[config.mk]
export PLATFORM = sky130hd
export DESIGN_NAME = tdmfwd_top
export DESIGN_NICKNAME = d
export VERILOG_FILES = /design/src/rtl/tdmfwd_pkg.sv /design/src/rtl/tdmfwd_delay.sv /design/src/rtl/tdmfwd_framer.sv /design/src/rtl/tdmfwd_capture.sv /design/src/rtl/tdmfwd_top.sv
export SDC_FILE = /design/constraint.sdc
export NUM_CORES = 1
export LEC_CHECK = 0
export ABC_CLOCK_PERIOD_IN_PS = 4400
export BUFFER_PORTS_ARGS = -buffer_cell sky130_fd_sc_hd__buf_4
export CAP_MARGIN = 20
export CORE_UTILIZATION = 55
export CTS_CLUSTER_SIZE = 28
export DETAILED_ROUTE_END_ITERATION = 16
export PLACE_DENSITY = 0.85
export RECOVER_POWER = 50
export SLEW_MARGIN = 20
export SYNTH_ARGS = -nofsm -noshare
export SYNTH_HDL_FRONTEND = slang
export SYNTH_SLANG_ARGS = --single-unit
[constraint.sdc]
create_clock -name bclk -period 4.4 [get_ports bclk]
set_input_delay 0.22 -clock bclk [delete_from_list [all_inputs] [get_ports bclk]]
set_output_delay 0.22 -clock bclk [all_outputs]
set_load 0.03 [all_outputs]
[src/rtl/tdmfwd_pkg.sv]
package tdmfwd_pkg;

    localparam int SLOT_BITS    = 32;
    localparam int MAX_SHIFT_CH = 8;
    localparam int TAP_W        = 9;
    localparam int FRAME_CNT_W  = 10;

    typedef enum logic [1:0] {
        FMT_PAIR = 2'b00,
        FMT_T128 = 2'b01,
        FMT_T256 = 2'b10,
        FMT_T512 = 2'b11
    } tdm_fmt_e;

    typedef struct packed {
        logic             fwd_a;
        logic             fwd_b;
        logic             keep_b;
        logic [TAP_W-1:0] tap;
    } route_s;

    function automatic int shift_channels(tdm_fmt_e fmt);
        case (fmt)
            FMT_T128: return 2;
            FMT_T256: return 4;
            FMT_T512: return 8;
            default:  return 0;
        endcase
    endfunction

    function automatic route_s route_for(tdm_fmt_e fmt, logic en, int slot_w);
        route_s r;
        r.fwd_a  = en && (fmt != FMT_PAIR);
        r.fwd_b  = r.fwd_a && (fmt != FMT_T512);
        r.keep_b = (fmt != FMT_T512);
        r.tap    = TAP_W'(shift_channels(fmt) * slot_w - 1);
        return r;
    endfunction

endpackage

[src/rtl/tdmfwd_delay.sv]
module tdmfwd_delay #(
    parameter int DEPTH = 256,
    parameter int SEL_W = 9
) (
    input  logic             clk,
    input  logic             rst,
    input  logic             din,
    input  logic [SEL_W-1:0] tap_sel,
    output logic             tap_bit
);
    localparam int IDX_W = (DEPTH > 1) ? $clog2(DEPTH) : 1;

    logic [DEPTH-1:0] line;
    logic [IDX_W-1:0] idx;
    logic             in_range;

    always_ff @(posedge clk) begin
        if (rst) begin
            line <= '0;
        end else begin
            line <= {line[DEPTH-2:0], din};
        end
    end

    always_comb begin
        idx      = tap_sel[IDX_W-1:0];
        in_range = (32'(tap_sel) < DEPTH);
        tap_bit  = in_range ? line[idx] : 1'b0;
    end

endmodule

[src/rtl/tdmfwd_framer.sv]
module tdmfwd_framer #(
    parameter int CNT_W     = 10,
    parameter int PAIR_BITS = 64
) (
    input  logic clk,
    input  logic rst,
    input  logic fsync,
    output logic in_pair,
    output logic pair_end,
    output logic cap_strobe
);
    logic [CNT_W-1:0] cnt;
    logic [CNT_W-1:0] pos;
    logic             locked;
    logic             active;

    always_comb begin
        pos      = fsync ? '0 : cnt;
        active   = fsync | locked;
        in_pair  = active && (32'(pos) < PAIR_BITS);
        pair_end = active && (32'(pos) == PAIR_BITS - 1);
    end

    always_ff @(posedge clk) begin
        if (rst) begin
            cnt        <= '1;
            locked     <= 1'b0;
            cap_strobe <= 1'b0;
        end else begin
            if (fsync) begin
                locked <= 1'b1;
            end
            if (pos != '1) begin
                cnt <= pos + 1'b1;
            end else begin
                cnt <= pos;
            end
            cap_strobe <= pair_end;
        end
    end

endmodule

[src/rtl/tdmfwd_capture.sv]
module tdmfwd_capture #(
    parameter int SLOT_W = 32
) (
    input  logic              clk,
    input  logic              rst,
    input  logic              shift_en,
    input  logic              load,
    input  logic              blank,
    input  logic              din,
    output logic [SLOT_W-1:0] word_left,
    output logic [SLOT_W-1:0] word_right
);
    localparam int ACC_W = 2 * SLOT_W;

    logic [ACC_W-1:0] acc;
    logic [ACC_W-1:0] nxt;

    always_comb begin
        nxt = {acc[ACC_W-2:0], din};
    end

    always_ff @(posedge clk) begin
        if (rst) begin
            acc        <= '0;
            word_left  <= '0;
            word_right <= '0;
        end else begin
            if (shift_en) begin
                acc <= nxt;
            end
            if (load) begin
                if (blank) begin
                    word_left  <= '0;
                    word_right <= '0;
                end else begin
                    word_left  <= nxt[ACC_W-1:SLOT_W];
                    word_right <= nxt[SLOT_W-1:0];
                end
            end
        end
    end

endmodule

[src/rtl/tdmfwd_top.sv]
module tdmfwd_top
    import tdmfwd_pkg::*;
#(
    parameter int SLOT_W   = tdmfwd_pkg::SLOT_BITS,
    parameter int SHIFT_CH = tdmfwd_pkg::MAX_SHIFT_CH
) (
    input  logic              bclk,
    input  logic              rst,
    input  logic              fsync,
    input  logic              sdin_a,
    input  logic              sdin_b,
    input  logic [1:0]        fmt,
    input  logic              chain_en,
    output logic              sdout_a,
    output logic              sdout_b,
    output logic [SLOT_W-1:0] loc_a_left,
    output logic [SLOT_W-1:0] loc_a_right,
    output logic [SLOT_W-1:0] loc_b_left,
    output logic [SLOT_W-1:0] loc_b_right,
    output logic              loc_valid
);
    localparam int LANES     = 2;
    localparam int MAX_DLY   = SHIFT_CH * SLOT_W;
    localparam int PAIR_BITS = 2 * SLOT_W;

    route_s              rt;
    logic [LANES-1:0]    din_v;
    logic [LANES-1:0]    tap_v;
    logic [LANES-1:0]    blank_v;
    logic [SLOT_W-1:0]   left_v  [LANES];
    logic [SLOT_W-1:0]   right_v [LANES];
    logic                in_pair;
    logic                pair_end;

    always_comb begin
        rt         = route_for(tdm_fmt_e'(fmt), chain_en, SLOT_W);
        din_v      = {sdin_b, sdin_a};
        blank_v    = {~rt.keep_b, 1'b0};
    end

    tdmfwd_framer #(
        .CNT_W     (FRAME_CNT_W),
        .PAIR_BITS (PAIR_BITS)
    ) u_framer (
        .clk        (bclk),
        .rst        (rst),
        .fsync      (fsync),
        .in_pair    (in_pair),
        .pair_end   (pair_end),
        .cap_strobe (loc_valid)
    );

    for (genvar g = 0; g < LANES; g++) begin : g_lane
        localparam int LANE_DEPTH = (g == 0) ? MAX_DLY : MAX_DLY / 2;

        tdmfwd_delay #(
            .DEPTH (LANE_DEPTH),
            .SEL_W (TAP_W)
        ) u_delay (
            .clk     (bclk),
            .rst     (rst),
            .din     (din_v[g]),
            .tap_sel (rt.tap),
            .tap_bit (tap_v[g])
        );

        tdmfwd_capture #(
            .SLOT_W (SLOT_W)
        ) u_cap (
            .clk        (bclk),
            .rst        (rst),
            .shift_en   (in_pair),
            .load       (pair_end),
            .blank      (blank_v[g]),
            .din        (din_v[g]),
            .word_left  (left_v[g]),
            .word_right (right_v[g])
        );
    end

    always_comb begin
        loc_a_left  = left_v[0];
        loc_a_right = right_v[0];
        loc_b_left  = left_v[1];
        loc_b_right = right_v[1];
    end

    always_ff @(negedge bclk) begin
        if (rst) begin
            sdout_a <= 1'b0;
            sdout_b <= 1'b0;
        end else begin
            sdout_a <= rt.fwd_a & tap_v[0];
            sdout_b <= rt.fwd_b & tap_v[1];
        end
    end

endmodule

==> results by group, run 1 <==
Floorplanning
  – Rows: 70
  – Die ar.: 37800 sq um
  – Num ports: 139
  – Core Area: around 37000 sq um
  – Chip Height: 194 um
  – Initial Util: 55.7%
  – Die Width: ~190 um

Routing
  – Metal3 WL: 1.60 mm
  – Vias per cell: just over 5
  – Final wirelength: 36.4 mm
  – Antenna Violating Nets Remaining: 0
  – Met1 WL: 16.6 mm
  – Routed WL per cell: 14.0 um
  – Top routing layer used: met4
  – Routed vias: 13300
  – Drc violations: 0
  – WL met2: 17.2 mm
  – Iteration-0 DRC Markers: between 800 and 900
  – Router iterations before antenna repair: 5

Synthesis
  – Post-synth EDFFs: 0
  – Synthesized flop and latch total: 652
  – Synthesized cell area: 20300 sq um
  – Most used DFF post-synth: dfxtp_1
  – Yosys warns: 0
  – Sequential area share after synthesis: 64.1%
  – Syn Inst Count: slightly above 2000
  – Synth async-reset ratio: 0%
  – Cell variety after synth: 35
  – Avg Inst Size Synth: 10.0 sq um
  – Net Count, Synth: 2041

STA
  – Slew Viols, Final: 310
  – Worst-Margin Slew: 2570 ps
  – RSZ-0062 raised after global routing: false
  – Clk_skew: about 40 ps
  – Slew HR: -71.5%
  – Min cycle time layout: 3640 ps
  – Final hold vios: 0
  – TNS Setup: 0 ps
  – Highest Clock Rate: between 0.2 and 0.3 GHz
  – # setup viols final: 0
  – Period Utilization, post-route: 82.7%
  – WHS: 419 ps

Placement
  – Buffers added on ports: 138
  – GPL Wtd Cong: 0.774
  – Dpl hpwl: 19.4 mm
  – Post-DP Area: 21400 sq um

Clocking
  – CTS H-tree depth: 2
  – CTS tree: yes
  – PostCTS Resize Cnt: 0
  – CTS Buffer Depth: 3
  – Cts bufs inserted: approximately 60
  – Root buffer cell: clkbuf_16
  – Worst-Skew Late Latency: 620 ps
  – Clock transition at path regs: roughly 60 ps
  – CTS sink cnt: around 650

Power
  – Power per Cell Area: 491 nW/um^2
  – Total power: ~0.011 W
  – Worst IR Drop VDD: 334 uV
  – LEAKAGE: 8.08 nW

Worst setup path
  – CP max-delay cell: clkbuf_1
  – CP endpoint kind: flip-flop
  – Delay-heaviest family, CP: buffers and inverters
  – Crit-path cells: dlygate4sd3_1 > buf_8 > buf_4 > clkbuf_1 > buf_12 > nor2b_1
  – Class of the most critical setup path: in -> reg
  – CP bufs+invs: 5
  – Worst-path maximum fanout: 75
  – CP Launch Type: input port
  – Max incr delay on CP: 1810 ps
  – Required @ worst endpoint: 4860 ps
  – Worst EP arrival: 4100 ps

Global routing
  – Initial antenna violation count: 1
  – Tot GR Track Use: 19.1%
  – Largest net degree at the start of global routing: 256
  – Vias in the first global route: 12700
  – First-pass GRT wire length: 61.2 mm
  – Total gr overflow: 0

Final layout
  – Commonest cells after routing, fill and taps aside: dfxtp_1 (652), nor2b_1 (389), nand2_1 (256)
  – Design area: 22900 sq um
  – Share of cells above drive strength 1: 5.56%
  – Layout net count: 2090
  – Commonest non-fill, non-tap cell in the layout: dfxtp_1
  – Area growth from synthesis to layout: 12.6%

Min path
  – HP Class: in -> reg

Run status
  – Violated checks: max-capacitance violations, max-slew violations
  – Run status: finished, violations left

Run
  – Max-Cap Viols: 2
area by class of cell:
type | count | area, sq um
sequential | 652 | 13100
inverter | 5 | 18.8
clock buffer | 77 | 1590
fill | 2891 | 13600
antenna | 1 | 2.50
timing repair buffer | 154 | 723
multi-input combinational | 1204 | 6580
clock inverter | 31 | 353
tap | 468 | 586
per-layer routing:
layer / global-route usage [%] / up-vias
met4: 7.05 / 0
met1: 25.5 / 6274
li1: - / 6724
met2: 31.1 / 285
met5: 0 / -
met3: 3.59 / 65
through the flow:
stage	worst slack [ps]	util, %	instances
final	760	62.7	2592
after global routing	513	62.7	2592
after CTS	764	64.0	2590
after detailed placement	811	58.6	2479
after global placement	839	58.6	2479
after floorplan	1010	-	2029
cell usage after synthesis (2+ instances only):
master    instances  area, sq um
dfxtp_1         652        13100
nor4b_1           2         17.5
nor2_1            5         18.8
buf_2            36          180
o31ai_1           2         15.0
nand4b_1         64          561
a21oi_1         256         1280
a31oi_1           3         18.8
ha_1              4         50.1
and3_1            5         31.3
inv_1             6         22.5
nand4_1           3         18.8
nand3_1          68          340
nor2b_1         389         2430
nand2_1         257          965
and2_1            2         12.5
xnor2_1           2         17.5
buf_4            10         75.1
clkbuf_1        119          447
o21ai_0         129          646
worst paths after layout:
kind         depth (start not counted)                        endpoint  slack (ps)                        start
min reg2reg                          1     g_lane[1].u_delay.line[103]         430  g_lane[1].u_delay.line[102]
max reg2reg                          5  g_lane[0].u_cap.word_right[15]         840              u_framer.cnt[6]
max                                  6      g_lane[0].u_delay.line[41]         760                          rst
min                                  3       g_lane[0].u_delay.line[0]         420                       sdin_a
sequential cells by signal (all words and copies together), names as in the netlist:
| name | flops |
|---|---|
| g_lane.u_cap.acc | 126 |
| g_lane.u_cap.word_right | 64 |
| g_lane.u_cap.word_left | 64 |
| sdout_b | 1 |
| sdout_a | 1 |
| u_framer.locked | 1 |
| g_lane.u_delay.line | 384 |
| u_framer.cnt | 10 |
| u_framer.cap_strobe | 1 |
cell families (layout without fill, tap and decap cells):
| group | after synthesis | after routing | share of synthesized area [%] |
|---|---|---|---|
| simple gates | 800 | 800 | 21.8 |
| flops | 652 | 652 | 64.1 |
| compound gates | 396 | 396 | 9.89 |
| buf+inv | 173 | 267 | 3.63 |
| fa+ha+maj | 4 | 4 | 0.246 |
| xor+xnor | 2 | 2 | 0.0861 |
| mux | 2 | 2 | 0.160 |
| other cells | 0 | 1 | 0 |
worst min-delay path: stages:
cell and delay [ps]:
dlygate4sd3_1 530, buf_4 120, nor2b_1 110
power by group:
group | total [W] | switching (W) | internal [W]
logic | 0.000240 | 0.000195 | 0.0000449
clock network | 0.00508 | 0.00213 | 0.00294
registers | 0.00593 | 0.0000116 | 0.00592
timing repair:
action,4_1_cts,5_1_grt
endpoints found under the hold margin,35,0
hold buffers,4,0
setup buffers,0,0
Note: power is estimated with default switching activity, not from simulation.
==> inputs of run 2 (changes only) <==
ABC_AREA = 1   (was unset)
ABC_CLOCK_PERIOD_IN_PS = 3700   (was 4400)
PLACE_DENSITY = 0.84   (was 0.85)
clock period = 3.7 ns   (was 4.4 ns; I/O delays follow)
==> results by group, run 2 <==
Run status
  – Run status: finished, violations left (unchanged)
  – Violated checks: max-capacitance violations, max-slew violations (unchanged)

Synthesis
  – Synthesized cell area: 21000 sq um (was 20300 sq um)
  – Most used DFF post-synth: dfxtp_1 (unchanged)
  – Cell variety after synth: 26 (was 35)
  – Area share of and/or/nand/nor cells after synthesis: 20.2% (was 21.8%)
  – Sequential area share after synthesis: 62.3% (was 64.1%)
  – Syn Inst Count: 2575 (was 2029)
  – Post-synth EDFFs: 0 (unchanged)
  – Net Count, Synth: 2587 (was 2041)
  – Largest family of logic cells by synthesized area: simple AND/OR/NAND/NOR gates (unchanged)
  – Yosys top cell area share: 62.3% (was 64.1%)
  – Synth async-reset ratio: 0% (unchanged)
  – Multiplexer share of the synthesized area: 0% (was 0.160%)
  – Synth Area in XOR/XNOR: 0% (was 0.0861%)
  – Post-synthesis compound-gate area fraction: 5.35% (was 9.89%)
  – List of most frequent post-synthesis cells: dfxtp_1 (652), nor2_1 (584), inv_1 (484), nand2_1 (346), a21oi_1 (149) (was dfxtp_1 (652), nor2b_1 (389), nand2_1 (257), a21oi_1 (256), o21ai_0 (129))
  – Cell taking the most area after synthesis: dfxtp_1 (unchanged)
  – Yosys warns: 0 (unchanged)
  – Avg Inst Size Synth: 8.14 sq um (was 10.0 sq um)
  – Synthesized flop and latch total: 652 (unchanged)
  – Post-synthesis adder-cell area fraction: 0.239% (was 0.246%)
  – Most common cell in the netlist: dfxtp_1 (unchanged)
  – Synth area leaders: dfxtp_1 (62%), nor2_1 (10%), inv_1 (8.7%) (was dfxtp_1 (64%), nor2b_1 (12%), a21oi_1 (6.3%))

Power
  – LEAKAGE: 9.06 nW (was 8.08 nW)
  – Worst IR Drop VDD: 308 uV (was 334 uV)
  – Power per Cell Area: 583 nW/um^2 (was 491 nW/um^2)

Worst setup path
  – Crit-path cells: buf_4 (was dlygate4sd3_1 > buf_8 > buf_4 > clkbuf_1 > buf_12 > nor2b_1)
  – CP Depth: 1 (was 6)
  – Required @ worst endpoint: 3510 ps (was 4860 ps)
  – Worst-path maximum fanout: 1 (was 75)
  – CP endpoint kind: output pin (was flip-flop)
  – Worst EP arrival: 2930 ps (was 4100 ps)
  – CP Launch Type: flip-flop (was input port)
  – Crit path from: sdout_a (was rst)
  – Worst reg2reg endpoint: g_lane[0].u_cap.word_right[17] (was g_lane[0].u_cap.word_right[15])
  – CP max-delay cell: dfxtp_1 (was clkbuf_1)
  – CP bufs+invs: 1 (was 5)
  – RR Startpoint: u_framer.cnt[0] (was u_framer.cnt[6])
  – Worst R2R Setup Slack: 900 ps (was 840 ps)
  – Max incr delay on CP: 300 ps (was 1810 ps)
  – Crit path capture: sdout_a (was g_lane[0].u_delay.line[41])
  – Delay-heaviest family, CP: flip-flops (was buffers and inverters)
  – Class of the most critical setup path: reg -> out (was in -> reg)
  – Worst reg2reg path depth: 10 (was 5)

Clocking
  – Cts bufs inserted: 58 (was 59)
  – Worst-Skew Late Latency: 620 ps (about the same)
  – CTS sink cnt: 652 (unchanged)
  – Postcts setup bufs: 0 (unchanged)
  – CTS tree: yes (unchanged)
  – CTS H-tree depth: 2 (unchanged)
  – CTS Buffer Depth: 3 (unchanged)
  – Clock transition at path regs: 60 ps (about the same)
  – Root buffer cell: clkbuf_16 (unchanged)

Floorplanning
  – Rows: 71 (was 70)
  – Chip Height: 197 um (was 194 um)
  – Initial Util: 55.8% (was 55.7%)
  – Num ports: 139 (unchanged)
  – Core Area: 37600 sq um (was 36500 sq um)
  – Die ar.: 38900 sq um (was 37800 sq um)
  – Die Width: 197 um (was 194 um)

Placement
  – Post-Place Worst Slack: 726 ps (was 811 ps)
  – Cell count after placement: 3095 (was 2479)
  – Buffers added on ports: 138 (unchanged)
  – Dpl hpwl: 21.3 mm (was 19.4 mm)
  – GPL Wtd Cong: 0.801 (was 0.774)

STA
  – Setup slack after layout: 585 ps (was 760 ps)
  – # setup viols final: 0 (unchanged)
  – RSZ-0062 raised after global routing: false (unchanged)
  – Final hold vios: 0 (unchanged)
  – TNS Setup: 0 ps (unchanged)
  – Slew Viols, Final: 96 (was 310)
  – Clk_skew: 43.8 ps (was 40.7 ps)
  – Slew HR: -26.4% (was -71.5%)
  – Worst-Margin Slew: 1900 ps (was 2570 ps)

Final layout
  – Area growth from synthesis to layout: 13.3% (was 12.6%)
  – Largest Register: g_lane.u_delay.line (unchanged)
  – Number of diodes: 0 (was 1)
  – Commonest non-fill, non-tap cell in the layout: dfxtp_1 (unchanged)
  – Number of flip-flops under the largest register name: 384 (unchanged)
  – Biggest regs: g_lane.u_delay.line x384, g_lane.u_cap.acc x126 (unchanged)
  – Share of cells above drive strength 1: 4.86% (was 5.56%)
  – Commonest cells after routing, fill and taps aside: dfxtp_1 (652), nor2_1 (584), inv_1 (485) (was dfxtp_1 (652), nor2b_1 (389), nand2_1 (256))
  – Non-filler cells, final: 3207 (was 2592)
  – Layout net count: 2662 (was 2090)

Global routing
  – Vias in the first global route: 13900 (was 12700)
  – Tot GR Track Use: 19.1% (about the same)
  – First-pass GRT wire length: 62.8 mm (was 61.2 mm)
  – Total gr overflow: 0 (unchanged)
  – Initial antenna violation count: 0 (was 1)
  – Largest net degree at the start of global routing: 304 (was 256)

Min path
  – HP Class: reg -> reg (was in -> reg)
  – Hold Crit Start: g_lane[1].u_delay.line[49] (was sdin_a)

Routing
  – Vias per cell: 4.69 (was 5.15)
  – Routed WL per cell: 11.8 um (was 14.0 um)
  – Iteration-0 DRC Markers: 983 (was 810)
  – Drc violations: 0 (unchanged)
  – Final wirelength: 37.7 mm (was 36.4 mm)
  – Routed vias: 15100 (was 13300)
  – Antenna Violating Nets Remaining: 0 (unchanged)
  – Router iterations before antenna repair: 5 (unchanged)

Run
  – Max-Cap Viols: 1 (was 2)
-- run 2: changes by cell type after synthesis, sizes merged, moves of 57 or more --
cell / delta
nand4b: -64
inv: +480
nor2b: -389
a21oi: -107
nor2: +583
nand2: +91
o21ai: -57
-- run 2: worst min-delay path by stage --
stage,to,cells past startpoint
floorplan,g_lane[0].u_delay.line[0],2
global placement,g_lane[0].u_delay.line[18],2
detailed placement,g_lane[1].u_delay.line[116],2
CTS,g_lane[0].u_delay.line[0],4
global route,g_lane[0].u_delay.line[0],4
finish,g_lane[1].u_delay.line[50],2
-- run 2: power by group --
part           switching (W)  internal (W)  total (W)
Combinational       0.000284     0.0000872   0.000371
Sequential         0.0000406       0.00708    0.00712
Clock                0.00252       0.00384    0.00636
Total                0.00285        0.0110     0.0139
-- run 2: layout make-up --
class	count	area [sq um]
clock buffer	83	1730
tap	511	639
fill	2960	13800
timing repair buffer	154	718
multi-input combinational	1296	5420
inverter	486	1830
clock inverter	25	359
sequential	652	13100
-- run 2: stage by stage --
| stage | util, % | hold slack [ps] | power, W | cell area (sq um) |
|---|---|---|---|---|
| floorplan | - | 303 | 0.00758 | 21000 |
| global placement | 58.8 | 389 | 0.00763 | 22100 |
| detailed placement | 58.8 | 393 | 0.00765 | 22100 |
| CTS | 64.4 | 386 | 0.0140 | 24200 |
| global route | 63.2 | 401 | 0.0143 | 23700 |
| finish | 63.2 | 395 | 0.0139 | 23700 |
-- run 2: logic make-up after synthesis --
family | Yosys count
simple gates | 1069
flops | 652
buf+inv | 627
compound gates | 223
fa+ha+maj | 4
-- run 2: layer usage --
| layer | track usage [%] | up-vias | wire length, um |
|---|---|---|---|
| met2 | 32.5 | 373 | 18000 |
| met5 | 0 | - | 0 |
| met1 | 24.4 | 6903 | 16700 |
| met4 | 6.52 | 0 | 892 |
| li1 | - | 7701 | - |
| met3 | 3.52 | 77 | 2050 |
-- run 2: what timing repair did --
item                                    CTS  global route
endpoints found under the setup margin    0             0
resized for setup                         0             0
hold buffers                              4             0
hold endpoints to repair                 66             0
==> inputs of run 3 (changes only) <==
ABC_CLOCK_PERIOD_IN_PS = 2700   (was 3700)
CORE_UTILIZATION = 53   (was 55)
PLACE_DENSITY = 0.85   (was 0.84)
clock period = 2.7 ns   (was 3.7 ns; I/O delays follow)
==> results by group, run 3 (same netlist as run 2, synthesis figures left out) <==
Floorplanning
  – Die Width: 201 um (was 197 um)
  – Rows: 72 (was 71)
  – Die ar.: 40400 sq um (was 38900 sq um)
  – Core Area: 38800 sq um (was 37600 sq um)
  – Chip Height: 201 um (was 197 um)
  – Initial Util: 54.0% (was 55.8%)
  – Num ports: 139 (unchanged)

Routing
  – Routed WL per cell: 11.7 um (was 11.8 um)
  – Antenna Violating Nets Remaining: 0 (unchanged)
  – Drc violations: 0 (unchanged)
  – Vias per cell: 4.65 (was 4.69)
  – Routed vias: 14900 (was 15100)
  – Router iterations before antenna repair: 5 (unchanged)
  – Iteration-0 DRC Markers: 1051 (was 983)
  – Final wirelength: 37.7 mm (about the same)

Clocking
  – Postcts setup bufs: 0 (unchanged)
  – Root buffer cell: clkbuf_16 (unchanged)
  – CTS sink cnt: 652 (unchanged)
  – CTS tree: yes (unchanged)
  – CTS Buffer Depth: 3 (unchanged)
  – CTS H-tree depth: 2 (unchanged)
  – Cts bufs inserted: 58 (unchanged)
  – Clock transition at path regs: 60 ps (about the same)
  – Worst-Skew Late Latency: 610 ps (was 620 ps)

Worst setup path
  – CP bufs+invs: 1 (unchanged)
  – Worst-path maximum fanout: 1 (unchanged)
  – Worst EP arrival: 2400 ps (was 2930 ps)
  – Worst reg2reg path depth: 11 (was 10)
  – CP endpoint kind: output pin (unchanged)
  – Class of the most critical setup path: reg -> out (unchanged)
  – CP max-delay cell: dfxtp_1 (unchanged)
  – CP Launch Type: flip-flop (unchanged)
  – Max incr delay on CP: 300 ps (about the same)
  – CP Depth: 1 (unchanged)
  – Delay-heaviest family, CP: flip-flops (unchanged)
  – Required @ worst endpoint: 2570 ps (was 3510 ps)
  – Crit-path cells: buf_4 (unchanged)

Placement
  – Dpl hpwl: 21.8 mm (was 21.3 mm)
  – Buffers added on ports: 138 (unchanged)
  – Post-Place Worst Slack: 107 ps (was 726 ps)
  – GPL Wtd Cong: 0.828 (was 0.801)

STA
  – Worst-Margin Slew: 1100 ps (was 1900 ps)
  – TNS Setup: 0 ps (unchanged)
  – Slew HR: 26.7% (was -26.4%)
  – WHS: 298 ps (was 395 ps)
  – Slew Viols, Final: 0 (was 96)
  – RSZ-0062 raised after global routing: false (unchanged)
  – Clk_skew: 41.7 ps (was 43.8 ps)
  – # setup viols final: 0 (unchanged)
  – Setup slack after layout: 163 ps (was 585 ps)
  – Final hold vios: 0 (unchanged)

Global routing
  – Vias in the first global route: 13900 (about the same)
  – First-pass GRT wire length: 62.7 mm (was 62.8 mm)
  – Largest net degree at the start of global routing: 264 (was 304)
  – Total gr overflow: 0 (unchanged)
  – Initial antenna violation count: 0 (unchanged)
  – Tot GR Track Use: 18.0% (was 19.1%)

Min path
  – Worst Hold Depth: 3 (was 2)
  – HP Class: in -> reg (was reg -> reg)

Run
  – Max-Cap Viols: 0 (was 1)

Final layout
  – Share of cells above drive strength 1: 4.38% (was 4.86%)
  – Largest Register: g_lane.u_delay.line (unchanged)
  – Commonest non-fill, non-tap cell in the layout: dfxtp_1 (unchanged)
  – Number of diodes: 0 (unchanged)
  – Biggest regs: g_lane.u_delay.line x384, g_lane.u_cap.acc x126 (unchanged)
  – Area growth from synthesis to layout: 12.4% (was 13.3%)
  – Layout net count: 2663 (was 2662)
  – Number of flip-flops under the largest register name: 384 (unchanged)
  – Commonest cells after routing, fill and taps aside: dfxtp_1 (652), nor2_1 (584), inv_1 (485) (unchanged)

Power
  – Worst IR Drop VDD: 645 uV (was 308 uV)
  – LEAKAGE: 8.92 nW (was 9.06 nW)
  – Power per Cell Area: 773 nW/um^2 (was 583 nW/um^2)

Run status
  – Run status: finished, final reports clean (was finished, violations left)
[run 3: worst register-to-register path: stages, from the launching register on]
cell and delay [ps]:
dfxtp_1 330, inv_1 50, nor2_1 270, ha_1 280
nand2_1 110, nor2_4 200, nand2_2 120, inv_2 140
nand2_8 220, buf_12 300, nand2_1 180, a21oi_1 80
[run 3: cell type report]
| class | instances | area, sq um |
|---|---|---|
| fillers | 3237 | 15300 |
| repair buffers | 153 | 711 |
| clock buffers | 89 | 1730 |
| multi-input cells | 1298 | 5450 |
| inverters | 486 | 1830 |
| flip-flops and latches | 652 | 13100 |
| clock inverters | 19 | 139 |
| well taps | 518 | 648 |
[run 3: report_power, final]
part / switching, W / internal, W / total, W / leakage [nW]
Sequential: 0.0000574 / 0.00971 / 0.00977 / 5.26
Combinational: 0.000390 / 0.000117 / 0.000507 / 2.74
Clock: 0.00336 / 0.00457 / 0.00793 / 0.923
Total: 0.00381 / 0.0144 / 0.0182 / 8.92
[run 3: metrics by stage]
stage	total power, W	std cells	utilization, %	area, sq um
2_1_floorplan	0.0104	2575	-	21000
3_3_place_gp	0.0105	3103	57.0	22100
3_5_place_dp	0.0105	3103	57.0	22100
4_1_cts	0.0183	3213	61.9	24000
5_1_grt	0.0188	3215	60.7	23600
6_report	0.0182	3215	60.7	23600
[run 3: timing repair]
action,in CTS,in global routing
hold buffers,3,0
resized for setup,0,3
setup endpoints to repair,0,44
hold endpoints to repair,14,0
[run 3: final timing paths]
path                                            startpoint                             end  slack, ps
worst max register to register             u_framer.cnt[0]  g_lane[1].u_cap.word_right[24]        260
worst max-delay path                               sdout_a                         sdout_a        160
worst min-delay path                                   rst      g_lane[1].u_delay.line[93]        300
worst min register to register  g_lane[0].u_delay.line[52]      g_lane[0].u_delay.line[53]        390
[run 3: layer usage]
| metal | GRT usage [%] | wire, um | up-vias |
|---|---|---|---|
| li1 | - | - | 7720 |
| met1 | 22.9 | 16800 | 6831 |
| met2 | 30.9 | 18100 | 326 |
| met3 | 3.34 | 2000 | 66 |
| met4 | 5.78 | 742 | 0 |
| met5 | 0 | 0 | - |
